`config.mk`:
```
export PLATFORM = sky130hd
export DESIGN_NAME = bitop_seq
export DESIGN_NICKNAME = d
export VERILOG_FILES = /design/src/rtl/bitop_pkg.sv /design/src/rtl/bitop_decode.sv /design/src/rtl/bitop_lane.sv /design/src/rtl/bitop_pc_calc.sv /design/src/rtl/bitop_seq.sv
export SDC_FILE = /design/constraint.sdc
export NUM_CORES = 1
export LEC_CHECK = 0
export ABC_AREA = 1
export ABC_CLOCK_PERIOD_IN_PS = 6600
export BUFFER_PORTS_ARGS = -buffer_cell sky130_fd_sc_hd__clkbuf_2
export CORE_MARGIN = 2
export CORE_UTILIZATION = 60
export CTS_BUF_LIST = sky130_fd_sc_hd__clkbuf_8
export CTS_CLUSTER_DIAMETER = 50
export DETAILED_ROUTE_END_ITERATION = 16
export PLACE_DENSITY = 0.87
export SETUP_SLACK_MARGIN = 0.15
export SKIP_LAST_GASP = 1
export SYNTH_ARGS = -nofsm -noshare
export SYNTH_HDL_FRONTEND = slang
export SYNTH_HIERARCHICAL = 1
export SYNTH_SLANG_ARGS = --single-unit
export TNS_END_PERCENT = 100
```
`constraint.sdc`:
```
create_clock -name clk -period 6.6 [get_ports clk]
set_input_delay 0.99 -clock clk [delete_from_list [all_inputs] [get_ports clk]]
set_output_delay 0.99 -clock clk [all_outputs]
set_load 0.005 [all_outputs]
```
`src/rtl/bitop_pkg.sv`:
```
package bitop_pkg;
   localparam int OPC_W   = 8;
   localparam int BITNO_W = 3;

   typedef enum logic [1:0] {
      BOP_NONE  = 2'd0,
      BOP_BRSET = 2'd1,
      BOP_BRCLR = 2'd2,
      BOP_SETB  = 2'd3
   } bop_kind_e;
endpackage

```
`src/rtl/bitop_decode.sv`:
```
module bitop_decode
   import bitop_pkg::*;
(
   input  logic [OPC_W-1:0]   opcode,
   output bop_kind_e          kind,
   output logic [BITNO_W-1:0] bit_no
);
   always_comb begin
      bit_no = opcode[BITNO_W:1];
      kind   = BOP_NONE;
      if (opcode[7:4] == 4'h0) begin
         kind = opcode[0] ? BOP_BRCLR : BOP_BRSET;
      end else if (opcode[7:4] == 4'h1 && !opcode[0]) begin
         kind = BOP_SETB;
      end
   end
endmodule

```
`src/rtl/bitop_lane.sv`:
```
module bitop_lane
   import bitop_pkg::*;
#(
   parameter int DATA_W = 8
) (
   input  logic [DATA_W-1:0]  word,
   input  logic [BITNO_W-1:0] bit_no,
   output logic [DATA_W-1:0]  mask,
   output logic               bit_val
);
   for (genvar i = 0; i < DATA_W; i++) begin : g_lane
      if (i < (1 << BITNO_W)) begin : g_sel
         assign mask[i] = (bit_no == BITNO_W'(i));
      end else begin : g_out
         assign mask[i] = 1'b0;
      end
   end

   assign bit_val = |(word & mask);
endmodule

```
`src/rtl/bitop_pc_calc.sv`:
```
module bitop_pc_calc #(
   parameter int ADDR_W = 16,
   parameter int DISP_W = 8,
   parameter int LEN_W  = 3
) (
   input  logic [ADDR_W-1:0] pc,
   input  logic [DISP_W-1:0] disp,
   input  logic [LEN_W-1:0]  len,
   output logic [ADDR_W-1:0] seq_pc,
   output logic [ADDR_W-1:0] tgt_pc
);
   logic [ADDR_W-1:0] disp_ext;

   if (DISP_W < ADDR_W) begin : g_sext
      assign disp_ext = {{(ADDR_W-DISP_W){disp[DISP_W-1]}}, disp};
   end else begin : g_trunc
      assign disp_ext = disp[ADDR_W-1:0];
   end

   assign seq_pc = pc + ADDR_W'(len);
   assign tgt_pc = seq_pc + disp_ext;
endmodule

```
`src/rtl/bitop_seq.sv`:
```
module bitop_seq
   import bitop_pkg::*;
#(
   parameter int ADDR_W     = 16,
   parameter int DATA_W     = 8,
   parameter int PAGE_W     = 8,
   parameter int DISP_W     = 8,
   parameter int BR_CYCLES  = 5,
   parameter int SET_CYCLES = 4,
   parameter int BR_LEN     = 3,
   parameter int SET_LEN    = 2
) (
   input  logic              clk,
   input  logic              rst_n,
   input  logic              start,
   input  logic [7:0]        opcode,
   input  logic [PAGE_W-1:0] dir_addr,
   input  logic [DISP_W-1:0] disp,
   input  logic [ADDR_W-1:0] pc_in,
   input  logic              carry_in,
   output logic [ADDR_W-1:0] mem_addr,
   output logic              mem_rd,
   output logic              mem_wr,
   output logic [DATA_W-1:0] mem_wdata,
   input  logic [DATA_W-1:0] mem_rdata,
   output logic [ADDR_W-1:0] next_pc,
   output logic              carry_out,
   output logic              done
);
   localparam int MAX_CYC = (BR_CYCLES > SET_CYCLES) ? BR_CYCLES : SET_CYCLES;
   localparam int CNT_W   = $clog2(MAX_CYC + 1);
   localparam int MAX_LEN = (BR_LEN > SET_LEN) ? BR_LEN : SET_LEN;
   localparam int LEN_W   = $clog2(MAX_LEN + 1);
   localparam logic [CNT_W-1:0] BR_LAST  = CNT_W'(BR_CYCLES - 1);
   localparam logic [CNT_W-1:0] SET_LAST = CNT_W'(SET_CYCLES - 1);
   localparam logic [CNT_W-1:0] RD_CNT   = CNT_W'(1);
   localparam logic [CNT_W-1:0] CAP_CNT  = CNT_W'(2);

   if (BR_CYCLES < 4 || SET_CYCLES < 4) begin : g_bad_cycles
      $error("bitop_seq: operations need at least four cycles");
   end
   if (ADDR_W <= PAGE_W) begin : g_bad_page
      $error("bitop_seq: page offset must be narrower than the address");
   end
   if (DATA_W < (1 << BITNO_W)) begin : g_bad_data
      $error("bitop_seq: data word narrower than the bit-number range");
   end
   if (DISP_W > ADDR_W) begin : g_bad_disp
      $error("bitop_seq: displacement wider than the address");
   end

   bop_kind_e         kind_d, kind_q;
   logic [BITNO_W-1:0] bit_d, bit_q;
   logic              busy_q;
   logic [CNT_W-1:0]  cnt_q;
   logic [PAGE_W-1:0] addr_q;
   logic [DISP_W-1:0] disp_q;
   logic [ADDR_W-1:0] pc_q;
   logic              cin_q;
   logic [ADDR_W-1:0] npc_q;
   logic              carry_q;

   logic              accept;
   logic [CNT_W-1:0]  last_cnt;
   logic [DATA_W-1:0] mask;
   logic              bit_val;
   logic              taken;
   logic [LEN_W-1:0]  len;
   logic [ADDR_W-1:0] seq_pc, tgt_pc;

   bitop_decode i_decode (
      .opcode (opcode),
      .kind   (kind_d),
      .bit_no (bit_d)
   );

   bitop_lane #(.DATA_W(DATA_W)) i_lane (
      .word    (mem_rdata),
      .bit_no  (bit_q),
      .mask    (mask),
      .bit_val (bit_val)
   );

   assign len = (kind_q == BOP_SETB) ? LEN_W'(SET_LEN) : LEN_W'(BR_LEN);

   bitop_pc_calc #(.ADDR_W(ADDR_W), .DISP_W(DISP_W), .LEN_W(LEN_W)) i_pc (
      .pc     (pc_q),
      .disp   (disp_q),
      .len    (len),
      .seq_pc (seq_pc),
      .tgt_pc (tgt_pc)
   );

   assign accept   = start && !busy_q && (kind_d != BOP_NONE);
   assign last_cnt = (kind_q == BOP_SETB) ? SET_LAST : BR_LAST;
   assign taken    = (kind_q == BOP_BRSET) ? bit_val : !bit_val;

   always_ff @(posedge clk or negedge rst_n) begin
      if (!rst_n) begin
         busy_q  <= 1'b0;
         cnt_q   <= '0;
         kind_q  <= BOP_NONE;
         bit_q   <= '0;
         addr_q  <= '0;
         disp_q  <= '0;
         pc_q    <= '0;
         cin_q   <= 1'b0;
         npc_q   <= '0;
         carry_q <= 1'b0;
      end else if (accept) begin
         busy_q <= 1'b1;
         cnt_q  <= RD_CNT;
         kind_q <= kind_d;
         bit_q  <= bit_d;
         addr_q <= dir_addr;
         disp_q <= disp;
         pc_q   <= pc_in;
         cin_q  <= carry_in;
      end else if (busy_q) begin
         if (cnt_q == last_cnt) begin
            busy_q <= 1'b0;
            cnt_q  <= '0;
         end else begin
            cnt_q <= cnt_q + 1'b1;
         end
         if (cnt_q == CAP_CNT) begin
            if (kind_q == BOP_SETB) begin
               npc_q   <= seq_pc;
               carry_q <= cin_q;
            end else begin
               npc_q   <= taken ? tgt_pc : seq_pc;
               carry_q <= bit_val;
            end
         end
      end
   end

   assign mem_addr  = {{(ADDR_W-PAGE_W){1'b0}}, addr_q};
   assign mem_rd    = busy_q && (cnt_q == RD_CNT);
   assign mem_wr    = busy_q && (cnt_q == CAP_CNT) && (kind_q == BOP_SETB);
   assign mem_wdata = mem_rdata | mask;
   assign next_pc   = npc_q;
   assign carry_out = carry_q;
   assign done      = busy_q && (cnt_q == last_cnt);
endmodule

```
[Word level (Yosys, flattened, before mapping)]
Cells that the tools add are included.
Word-level totals
  memories: 0
  bits in latches: 0
  register bits after elaboration: 59
  memory bits (read-only): 0
  output and inout port bits: 44
  memory bits (writable): 0
Cells by class
  add/sub/neg operators: 3
  bitwise operators: 3
  reduce and logical (&&, ||, !) cells: 16
  multiply operators: 0
  div/mod/pow operators: 0
  shifts and indexed selects: 0
  equal/unequal tests: 13
  multiplexer cells: 15
  magnitude comparators: 0
Operators by type and width (number)
  $mux W16: 2
  $add A16 B16 Y16: 1
  $add A16 B2 Y16: 1
  $eq A3 B3 Y1 const B: 4
  $mux W3: 4
  $eq A3 B2 Y1 const B: 3
  $and A8 B8 Y8: 1
  $or A8 B8 Y8: 1
  $reduce_or A8 Y1: 1
  $logic_and A1 B1 Y1: 7
  $eq A3 B1 Y1 const B: 2
  $mux W1: 6
  $mux W2: 3
  $eq A4 B1 Y1 const B: 1
  $logic_not A4 Y1: 1
  $reduce_bool A2 Y1: 2
  $add A3 B1 Y3 const B: 1
  $eq A3 B3 Y1: 1
  $logic_not A1 Y1: 3
  $logic_not A3 Y1: 1
  $reduce_and A3 Y1: 1
  $eq A2 B1 Y1 const B: 1
  $eq A2 B2 Y1 const B: 1
  $not A1 Y1: 1

[Logic depth before layout (Yosys ltp)]
  word-level depth: 8
  gate-level depth with buffers: 23

[By module]
Netlist, hierarchy kept.
By module, submodules not included
  bitop_seq: sequential area each 1476.4 µm², area an instance 2906.5 µm², cells each 368, instances 1
  bitop_pc_calc: sequential area each 0.0 µm², area an instance 1192.4 µm², cells each 201, instances 1
  bitop_lane: sequential area each 0.0 µm², area an instance 186.4 µm², cells each 30, instances 1
  bitop_decode: sequential area each 0.0 µm², area an instance 62.6 µm², cells each 13, instances 1

[Worst setup path after synthesis]
OpenSTA, ideal clock, no wires.
  path type: reg-to-reg
  from: register kind_q[0]
  to: register npc_q[13], in the netlist next_pc[13]
  slack: 3.659 ns
  data arrival time: 2.823 ns
  stages on the path, launching flop included: 22
  path buffers: 0
  clock period less this slack: 2.941 ns
  library setup time: 0.117 ns
  required time: 6.483 ns
  cell sequence: dfrtp_1 > nand2_2 > ha_1 > fa_1 > nand3_1 > nor2_2 > nand4_1 > xor2_1 > inv_1 > ha_1 > nand2_1 > inv_1 > a21oi_2 > nor2_1 > nor3_2 > nand2_1 > nand2_1 > nand2_1 > inv_1 > nand3_1 > nand3_1 > nand2_1
Between the ends
  word-level cells in the longest chain between the ends: 6
  elaborated cells between the ends (all ways): 8
  classes of those cells: add/sub: 2; eq/ne: 2; mux: 4
Ends and longest elaborated chain
  start: declaration: line bitop_seq.sv:52  | bop_kind_e kind_d, kind_q;
  start signal: assignment: line bitop_seq.sv:113  | kind_q <= kind_d;
  $eq A2 B2 Y1: line bitop_seq.sv:84  | assign len = (kind_q == BOP_SETB) ? LEN_W'(SET_LEN) : LEN_W'(BR_LEN);
  $mux W1: line bitop_seq.sv:84
  $add A16 B2 Y16: line bitop_pc_calc.sv:20  | assign seq_pc = pc + ADDR_W'(len);
  named net seq_pc[8]: line bitop_seq.sv:69  | logic [ADDR_W-1:0] seq_pc, tgt_pc;
  $add A16 B16 Y16: line bitop_pc_calc.sv:21  | assign tgt_pc = seq_pc + disp_ext;
  named net tgt_pc[13]: line bitop_seq.sv:69
  $mux W16: line bitop_seq.sv:131  | npc_q <= taken ? tgt_pc : seq_pc;
  $mux W16: line bitop_seq.sv:127  | if (kind_q == BOP_SETB) begin
  end signal: assignment: line bitop_seq.sv:128  | npc_q <= seq_pc;
  end signal: assignment: line bitop_seq.sv:131
  end: declaration: line bitop_seq.sv:60  | logic [ADDR_W-1:0] npc_q;
The timed path passes the listed nets, and every way through them passes these cells.
A chain may end at the register's enable or synchronous reset.

[Worst setup path in the final report]
Same ends and word-level chain as after synthesis.

==> impl_metrics.env <==
export IMPL_yosysWarnings=6
export IMPL_preCtsSetupSlack_ns=3.35
export IMPL_grt_pass1_vias=3759
export IMPL_io_pins=96
export IMPL_worstSetupStartpointType="flop"
export IMPL_area_growth_pct=13.6
export IMPL_hp_class="reg2reg"
export IMPL_final_setup_tns_ns=0
export IMPL_setup_violations=0
export IMPL_cts_resized_gates=0
export IMPL_clk_insertion_delay_late_ns=0.34
export IMPL_timing_final_crit_period_ns=3.33
export IMPL_clock_fmax_mhz=301
export IMPL_place_congestion=0.912
export IMPL_relSlewSlack_pct=49.7
export IMPL_slew_viol_final=0
export IMPL_num_rows=31
export IMPL_worstPathRequired_ns=6.83
export IMPL_netlist_area_um2=4350
export IMPL_die_area_um2=7940
export IMPL_dp_hpwl_mm=7.79
export IMPL_clock_sinks=59
export IMPL_routedWlPerCell_um=13.3
export IMPL_grt_pass1_wl_mm=17.1
export IMPL_p_leak_nw=2.89
export IMPL_grt_total_usage_pct=27.9
export IMPL_ys_ff_latch=59
export IMPL_drv_cap=0
export IMPL_clock_path_buffers=2
export IMPL_cts_tree="built"
export IMPL_nets=764
export IMPL_clk_pin_slew_worst_paths_ns=0.07
export IMPL_cts_root_buf="clkbuf_8"
export IMPL_crit_type="reg2reg"
export IMPL_skew_ns=0.0110
export IMPL_cts_buffers=9
export IMPL_grt_ovfl_total=0
export IMPL_syn_avg_cell_area_um2=7.10
export IMPL_antenna_found_initial=0
export IMPL_diodes=0
export IMPL_grt_max_degree=60
export IMPL_worstMarginPinSlew_ns=0.754
export IMPL_port_buffers=87
export IMPL_synthCells=612
export IMPL_ctsHoldBuffers=0
export IMPL_setup_ws_ns=3.27
export IMPL_cp_end_kind="flop"
export IMPL_initial_utilization_pct=60.9
export IMPL_num_vias=4058
export IMPL_cts_setup_buffers=0
export IMPL_drt_total_wl_mm=10.6
export IMPL_die_h_um=89.1
export IMPL_drt_pass1_iter_count=7
export IMPL_crit_arrival_ns=3.56
export IMPL_hold_viol=0
export IMPL_ant_nets=0
export IMPL_ir_worst_vdd_mv=0.246
export IMPL_crit_fanout=7
export IMPL_fin_crit_sh_pct=50.4
export IMPL_initialDrtViolationCount=252
export IMPL_via_per_inst=5.12
export IMPL_layout_drive_gt1_share_pct=21.5
export IMPL_rsz0062_at_grt="false"
export IMPL_synth_cell_types=37
export IMPL_status="complete, no violations"
export IMPL_p_per_area_nw_per_um2=510
export IMPL_die_w_um=89.1
export IMPL_fillCellCount=628
export IMPL_core_um2=7140
export IMPL_ctsHtreeMaxLevel=3
export IMPL_drc=0
export IMPL_yosysSeqAreaShare_pct=34.0
==> per-layer routing <==
metal,wire (um),track usage [%]
met5,0,0
met4,277,10.0
met3,632,5.82
met2,5000,46.2
met1,4650,36.2
==> metrics by stage <==
step                total power [mW]  std cells  utilization [%]  hold slack [ns]  area (um^2)
finish                          2.52        793             69.2            0.479         4940
global route                    2.77        793             69.2            0.501         4940
CTS                             2.51        793             69.2            0.484         4940
detailed placement              2.17        778             66.5            0.467         4750
global placement                2.12        778             66.5            0.455         4750
floorplan                       1.82        620                -            0.443         4380
==> final timing paths <==
kind	from	cells after the start	end	slack, ns
setup / recovery	kind_q[0]	21	next_pc[13]	3.27
hold / removal	next_pc[2]	2	next_pc[2]	0.48
setup reg to reg	kind_q[0]	21	next_pc[13]	3.27
hold reg to reg	next_pc[2]	2	next_pc[2]	0.48
max in group asynchronous	rst_n	2	next_pc[5]	5.30
min in group asynchronous	rst_n	2	next_pc[13]	0.77
==> where the power goes <==
part | leakage [nW] | total, mW | switching, mW | internal [mW]
logic | 2.05 | 1.48 | 0.911 | 0.566
registers | 0.743 | 0.710 | 0.186 | 0.524
clock network | 0.102 | 0.332 | 0.151 | 0.181
total | 2.89 | 2.52 | 1.25 | 1.27
==> placed cells by master, fill, tap and decap left out, types with 3 or more instances in the layout <==
cell	n
a21o_1	3
nand2_1	205
inv_2	3
conb_1	10
a21oi_1	11
inv_1	70
nor3_1	10
nor2_4	4
nor2_1	22
clkbuf_2	87
xnor2_1	8
dfrtp_1	59
nand2_2	9
nand3_1	92
ha_1	20
nand4_1	10
o21ai_0	5
clkbuf_8	10
clkinv_2	3
or2_2	8
nor2_2	7
xor2_1	13
==> cell usage after synthesis (all sizes together) <==
cell	count	area, um^2
nand2	216	848
nand3	96	515
inv	76	295
dfrtp	59	1480
nor2	34	191
buf	30	204
ha	20	250
xor2	13	114
a21oi	12	63.8
nand4	11	75.1
nor3	11	60.1
or2	9	56.3
xnor2	8	70.1
o21ai	7	38.8
a21o	3	22.5
and2	2	12.5
conb	2	7.51
fa	2	40.0
o22ai	1	6.26
==> sequential cells by signal (all words and copies together) (netlist names) <==
signal	count
cnt_q	3
busy_q	1
bit_q	3
disp_q	8
pc_q	16
next_pc	16
kind_q	2
addr_q	8
carry_out	1
cin_q	1
==> critical path, stage by stage, from the launching register on <==
cell	delay, ns
dfrtp_1	0.43
nand2_2	0.15
ha_1	0.26
fa_1	0.40
nand3_1	0.15
nor2_2	0.08
nand4_1	0.10
xor2_1	0.18
inv_1	0.09
ha_1	0.34
nand2_1	0.14
inv_1	0.08
a21oi_2	0.19
nor2_1	0.07
nor3_2	0.13
nand2_1	0.07
nand2_1	0.06
nand2_1	0.04
inv_1	0.04
nand3_1	0.06
nand3_1	0.11
nand2_1	0.06
==> cells by family (layout without fill, tap and decap cells) <==
family	count (synthesis)	count (layout)	synth area share, %
and+or+nand+nor	379	379	40.5
buffers and inverters	106	180	11.5
DFF	59	59	34.0
AOI/OAI and AO/OA	23	23	3.02
adders and majority gates	22	22	6.68
xor gates and xnor gates	21	21	4.23
other	2	10	0.173
==> final cells by class <==
class	instances	area, um^2	area share (%)
repair buffers	89	450	9.12
well taps	99	124	2.51
clock inverters	5	53.8	1.09
inverters	76	295	5.98
flip-flops and latches	59	1480	29.9
multi-input cells	455	2400	48.6
clock buffers	10	138	2.79
No activity file was read; power rests on OpenSTA's default activity.
